--- src/rtl/sg_pkg.sv ---
package sg_pkg;
  localparam int REG_W      = 16;
  localparam int FLAG_BIT   = 15;
  localparam int CMP_EN_BIT = 9;
  localparam int REQ_EN_BIT = 8;
endpackage

--- src/rtl/sg_sync.sv ---
module sg_sync #(
  parameter int          W      = 6,
  parameter int          STAGES = 2,
  parameter logic [0:0]  RST_V  = 1'b1
) (
  input  logic         clk,
  input  logic         rst_n,
  input  logic [W-1:0] d,
  output logic [W-1:0] q
);
  logic [W-1:0] stg [STAGES];

  generate
    for (genvar s = 0; s < STAGES; s++) begin : g_stage
      always_ff @(posedge clk or negedge rst_n) begin
        if (!rst_n) stg[s] <= {W{RST_V}};
        else if (s == 0) stg[s] <= d;
        else stg[s] <= stg[(s == 0) ? 0 : s-1];
      end
    end
  endgenerate

  assign q = stg[STAGES-1];
endmodule

--- src/rtl/sg_pair_cmp.sv ---
module sg_pair_cmp #(
  parameter int PAIRS = 3
) (
  input  logic [PAIRS-1:0] hi,
  input  logic [PAIRS-1:0] lo,
  output logic             any_short
);
  logic [PAIRS-1:0] both_low;

  generate
    for (genvar p = 0; p < PAIRS; p++) begin : g_pair
      assign both_low[p] = ~hi[p] & ~lo[p];
    end
  endgenerate

  assign any_short = |both_low;
endmodule

--- src/rtl/sg_ctrl.sv ---
module sg_ctrl
  import sg_pkg::*;
(
  input  logic             clk,
  input  logic             rst_n,
  input  logic             wr_hit,
  input  logic             rd_hit,
  input  logic [REG_W-1:0] wdata,
  input  logic             short_now,
  output logic             flag,
  output logic             cmp_en,
  output logic             req_en
);
  logic armed, armed_n, flag_n, cmp_en_n, req_en_n, set_c, clr_c;

  always_comb begin
    cmp_en_n = wr_hit ? wdata[CMP_EN_BIT] : cmp_en;
    req_en_n = wr_hit ? wdata[REQ_EN_BIT] : req_en;
    set_c    = cmp_en_n & short_now;
    clr_c    = wr_hit & ~wdata[FLAG_BIT] & armed & flag;
    flag_n   = set_c | (flag & ~clr_c);
    if (!flag_n)                          armed_n = 1'b0;
    else if (rd_hit && flag)              armed_n = 1'b1;
    else if (wr_hit && !wdata[FLAG_BIT])  armed_n = 1'b0;
    else                                  armed_n = armed;
  end

  always_ff @(posedge clk or negedge rst_n) begin
    if (!rst_n) begin
      flag   <= 1'b0;
      armed  <= 1'b0;
      cmp_en <= 1'b0;
      req_en <= 1'b0;
    end else begin
      flag   <= flag_n;
      armed  <= armed_n;
      cmp_en <= cmp_en_n;
      req_en <= req_en_n;
    end
  end
endmodule

--- src/rtl/short_guard.sv ---
module short_guard
  import sg_pkg::*;
#(
  parameter int PAIRS       = 3,
  parameter int SYNC_STAGES = 2
) (
  input  logic               clk,
  input  logic               rst_n,
  input  logic               bus_sel,
  input  logic               bus_wr,
  input  logic               bus_rd,
  input  logic [REG_W-1:0]   bus_wdata,
  output logic [REG_W-1:0]   bus_rdata,
  input  logic [PAIRS-1:0]   drv_hi,
  input  logic [PAIRS-1:0]   drv_lo,
  output logic [2*PAIRS-1:0] pin_oe,
  output logic               hiz_req,
  output logic               irq
);
  localparam int PINS = 2 * PAIRS;

  logic [PINS-1:0] pins_s;
  logic            short_now, flag, cmp_en, req_en;
  logic            unused_wbits;

  assign unused_wbits = ^{bus_wdata[14:10], bus_wdata[7:0]};

  sg_sync #(.W(PINS), .STAGES(SYNC_STAGES), .RST_V(1'b1)) u_sync (
    .clk(clk), .rst_n(rst_n), .d({drv_hi, drv_lo}), .q(pins_s)
  );

  sg_pair_cmp #(.PAIRS(PAIRS)) u_cmp (
    .hi(pins_s[PINS-1:PAIRS]), .lo(pins_s[PAIRS-1:0]), .any_short(short_now)
  );

  sg_ctrl u_ctrl (
    .clk(clk), .rst_n(rst_n),
    .wr_hit(bus_sel & bus_wr), .rd_hit(bus_sel & bus_rd),
    .wdata(bus_wdata), .short_now(short_now),
    .flag(flag), .cmp_en(cmp_en), .req_en(req_en)
  );

  always_comb begin
    bus_rdata             = '0;
    bus_rdata[FLAG_BIT]   = flag;
    bus_rdata[CMP_EN_BIT] = cmp_en;
    bus_rdata[REQ_EN_BIT] = req_en;
  end

  assign hiz_req = flag & cmp_en & req_en;
  assign irq     = hiz_req;
  assign pin_oe  = {PINS{~hiz_req}};
endmodule

--- config.mk ---
export PLATFORM = sky130hd
export DESIGN_NAME = short_guard
export DESIGN_NICKNAME = d
export VERILOG_FILES = /design/src/rtl/sg_pkg.sv /design/src/rtl/sg_sync.sv /design/src/rtl/sg_pair_cmp.sv /design/src/rtl/sg_ctrl.sv /design/src/rtl/short_guard.sv
export SDC_FILE = /design/constraint.sdc
export NUM_CORES = 1
export LEC_CHECK = 0
export BUFFER_PORTS_ARGS = -buffer_cell sky130_fd_sc_hd__clkbuf_2
export CAP_MARGIN = 20
export CORE_MARGIN = 5
export CORE_UTILIZATION = 37
export CTS_BUF_LIST = sky130_fd_sc_hd__clkbuf_8
export DETAILED_ROUTE_END_ITERATION = 10
export PLACE_DENSITY = 0.89
export SLEW_MARGIN = 25
export SYNTH_ARGS = -nofsm -noshare
export SYNTH_HDL_FRONTEND = slang
export SYNTH_SLANG_ARGS = --single-unit
--- constraint.sdc ---
create_clock -name clk -period 0.85 [get_ports clk]
set_input_delay 0.085 -clock clk [delete_from_list [all_inputs] [get_ports clk]]
set_output_delay 0.085 -clock clk [all_outputs]
set_load 0.02 [all_outputs]
# After elaboration in Yosys (flattened, before gate mapping)
# Cells that the tools add are included.
dict set report word_totals {
  reg_bits 16
  latch_bits 0
  ram_bits 0
  rom_bits 0
  output_inout_bits 24
  wordCells 37
  n_memories 0
}
dict set report classes {
  n_addsub 0
  mul 0
  n_div 0
  magnitude_cmp 0
  n_eq_ne 1
  shift 0
  muxes 4
  bitwise 22
  n_reduce_logical 4
}
# op count
set ops {}
lappend ops {{$and A1 B1 Y1} 12}
lappend ops {{$not A1 Y1} 9}
lappend ops {{$mux W1} 4}
lappend ops {{$ne A3 B3 Y1 const B} 1}
lappend ops {{$reduce_or A3 Y1} 1}
lappend ops {{$logic_and A1 B1 Y1} 2}
lappend ops {{$logic_not A1 Y1} 1}
lappend ops {{$or A1 B1 Y1} 1}

# Depth between registers and ports, before layout
dict set report logic_depth {
  depth_word 8
  depth_mapped 3
  ltp_nobuf 3
}

# Modules after synthesis
# Synthesis repeated with hierarchy kept, for this count alone.
dict set report unflattened {
  hier_cells 61
  area_unflattened_um2 744.5
}
# module n_inst cells_per_inst area_each_um2 seq_area_each_um2
set modules_own_cells {}
lappend modules_own_cells {sg_sync 1 18 360.3 315.3}
lappend modules_own_cells {short_guard 1 27 192.7 0.0}
lappend modules_own_cells {sg_ctrl 1 14 173.9 100.1}
lappend modules_own_cells {sg_pair_cmp 1 2 17.5 0.0}

# Worst setup path after synthesis
# OpenSTA, ideal clock, no wires.
dict set report synth_timing {
  kind {reg-to-output}
  start {register u_ctrl.flag}
  end {output irq}
  arrival_time_ns 1.118
  required_ns 0.765
  path_slack_ns -0.353
  stages_incl_launch_ff 4
  path_buffers 1
  path_cell_list {dfrtp_1 nand3_1 inv_1 buf_4}
}
dict set report synth_between {
  elab_chain_len 2
}
# item line
set synth_rtl {}
lappend synth_rtl {{start, declared} sg_ctrl.sv:10} ;# output logic flag,
lappend synth_rtl {{start signal, assigned} sg_ctrl.sv:35} ;# flag <= flag_n;
lappend synth_rtl {{$and A1 B1 Y1 (2 in series)} short_guard.sv:50} ;# assign hiz_req = flag & cmp_en & req_en;
lappend synth_rtl {{end, declared} short_guard.sv:18} ;# output logic irq
# Every way passes these cells.

# Worst setup path in the final report
dict set report layout_timing {
  start {register u_ctrl.cmp_en}
  end {output pin_oe[2]}
}
dict set report layout_between {
  elab_chain_len 3
}
# item line
set layout_rtl {}
lappend layout_rtl {{start, declared} sg_ctrl.sv:11} ;# output logic cmp_en,
lappend layout_rtl {{start signal, assigned} sg_ctrl.sv:37} ;# cmp_en <= cmp_en_n;
lappend layout_rtl {{$and A1 B1 Y1 (2 in series)} short_guard.sv:50}
lappend layout_rtl {{$not A1 Y1} short_guard.sv:52} ;# assign pin_oe = {PINS{~hiz_req}};
lappend layout_rtl {{end, declared} short_guard.sv:16} ;# output logic [2*PAIRS-1:0] pin_oe,
# Every way passes these cells.

==> metrics.cfg <==
[cells_and_area]
area_growth_pct=44.62
layout-drive-gt1-share=0.6067
antenna_cells=0
fin_cells=114
finalNetCount=117
stdcell_area_mm2=0.001010
nFillCells=158

[setup_path]
worstRegToRegCells=2
worstPathCellList=buf_6 -> nand3_4 -> clkbuf_4
setup.worst_path.end_class=output pin
crit_required_ns=0.76
critical_path_arrival_ns=1.06
cpMaxStageDelayCell=dfrtp_1
critPathMaxStageDelay_ns=0.39
start_kind=flop
path_class=flop to output pin
path_max_fanout=7

[floorplan]
rows=15
io_pins=51
die_width_um=53.44
fp.coreArea_mm2=0.001764
die_area_mm2=0.002856
die_height_um=53.44
initial_utilization=0.3957

[timing]
fin_tns_setup_ns=-3.078
hold_viol=0
fmax_mhz=875.9
rsz0062_at_grt=yes
final.setup.worst_slack_ns=-0.2916
finalSetupViolations=15
period_share=1.343
finClkSkew_ns=0.004190
maxSlewViolCount=0
fin_crit_ns=1.142

[synthesis]
ys_ff_latch=16
synthCells=58
yosys_warnings=0
yosysSeqAreaShare=0.5950
synth.distinct_cells=18
synth_area_per_cell_um2=12.04
synth_area_um2=698.2

[grt]
grt-ovfl-total=0
antenna_found_initial=0
grt_max_degree=17
grt_first_pass_wirelength_um=1994
grt_use_total=0.1009
grt_pass1_vias=482

[detailed_routing]
wl_um=1304
wire_per_inst_um=11.44
num_vias=476
firstDrtPassIters=2
drc=0
drt_iter0_markers=3
ant_nets=0
vias_per_cell=4.175

[clock_network]
insertion_delay_ns=0.24
clockBufferDepth=2
numCtsBuffers=3
cts-root-buf=clkbuf_8
cts_tree=built
cts.htree.levels=1
clock_sinks=16
clk_pin_slew_ns=0.06

[min_path]
whs_path_depth=2
min_path_type=input pin to flop

[power_and_ir_drop]
p_per_area_mw_per_mm2=2277
p_leak_nw=0.4924
vdd_drop_max_uv=1169

[outcome]
outcome=finished, violations left
violations=negative setup slack

[place]
gp_congestion=0.6897
post_dp_cell_area_um2=767.0
portBuffers=24
dp_cells=100
hpwl_um=910.9

[job]
cap_violations=0

## per-stage QoR
stage	total power, mW	hold WS [ns]	setup slack [ns]	utilization
after floorplan	1.357	-0.2106	-0.07745	-
after global routing	2.428	0.06258	-0.3349	0.5723
after CTS	2.288	0.06208	-0.2939	0.5660
final	2.299	0.06155	-0.2916	0.5723
after detailed placement	1.446	0.01110	-0.1357	0.4348
after global placement	1.415	0.0005988	-0.1118	0.4348
## routing by layer
metal  up-vias  GRT usage  share of wire
li1        214          -              -
met1       222    0.08566           0.31
met2        38     0.1918           0.55
met3         2    0.03662           0.13
met4         0    0.06383          0.012
met5         -          0              0
## sequential cells by signal, summed over array words and instances (netlist names)
signal         flops
u_ctrl.flag        1
u_sync.q           6
u_ctrl.cmp_en      1
u_sync.stg         6
u_ctrl.req_en      1
u_ctrl.armed       1
## worst paths after layout
path	start	to	slack [ns]
worst max register to register	u_ctrl.req_en	u_ctrl.req_en	-0.11
worst max-delay path	u_ctrl.cmp_en	pin_oe[2]	-0.29
max in group asynchronous	rst_n	u_sync.stg[10]	0.26
min in group asynchronous	rst_n	u_ctrl.cmp_en	0.29
worst min-delay path	bus_wdata[8]	u_ctrl.req_en	0.06
worst min register to register	u_sync.stg[7]	u_sync.q[1]	0.35
## logic make-up after synthesis
family / Yosys count / share of synthesized area
buf+inv: 25 / 0.2527
flops: 16 / 0.5950
simple gates: 8 / 0.06632
compound gates: 7 / 0.06451
mux: 1 / 0.01613
other cells: 1 / 0.005371
## layout make-up
| type | instances | area [um2] | share of cell area |
|---|---|---|---|
| inverter | 3 | 13.76 | 0.01363 |
| timing repair buffer | 37 | 309.0 | 0.3061 |
| multi-input combinational | 29 | 183.9 | 0.1822 |
| sequential | 16 | 416.7 | 0.4126 |
| clock buffer | 4 | 55.05 | 0.05452 |
| tap | 25 | 31.28 | 0.03098 |
## cell usage after synthesis
cell type  count  area, um2
and3b_2        1      10.01
dfrtp_1        4      100.1
buf_4         22      165.2
conb_1         1      3.750
nand3b_1       1      7.510
o22ai_1        3      18.77
a21boi_0       1      7.510
o21ai_0        1      5.000
nand2_1        2      7.510
nand3_1        1      5.000
inv_1          3      11.26
a32oi_1        1      8.760
or2_1          1      6.260
and3_1         1      6.260
mux2_1         1      11.26
dfstp_2       12      315.3
a21oi_1        1      5.000
nor2_1         1      3.750
## worst max-delay path, delay by kind of cell (launching register included)
family | cells | cell delay [ns]
simple gates | 1 | 0.11
flops | 1 | 0.39
buf+inv | 2 | 0.32
## placed cells by master (no fill, tap or decap)
cell            n
buf_8           3
or2_1           1
dfrtp_1         3
dlygate4sd3_1   7
clkbuf_4        3
o21ai_2         1
dfstp_2        12
buf_4           6
nand3b_1        1
conb_1         13
and3_1          1
inv_4           1
clkbuf_8        6
buf_6           3
and3b_2         1
a21boi_2        1
clkbuf_2       13
mux2_1          1
o22ai_2         2
a32oi_1         1
o22ai_1         1
nand2_1         2
a21oi_1         1
dfrtp_2         1
inv_1           2
nand3_4         1
nor2_1          1
## where the power goes
part           internal (mW)  total, mW  switching, mW
Sequential             0.868      0.929         0.0606
Combinational          0.372      0.729          0.357
Clock                  0.410      0.642          0.232
Total                   1.65       2.30          0.649
## repair_timing
action | CTS | global route
setup endpoints to repair | 13 | 15
hold buffers | 7 | 0
resized for setup | 23 | 8
pin swaps | 3 | 2
setup buffers | 3 | 0
hold endpoints to repair | 10 | 0
Power figures use the tool's default switching activity.
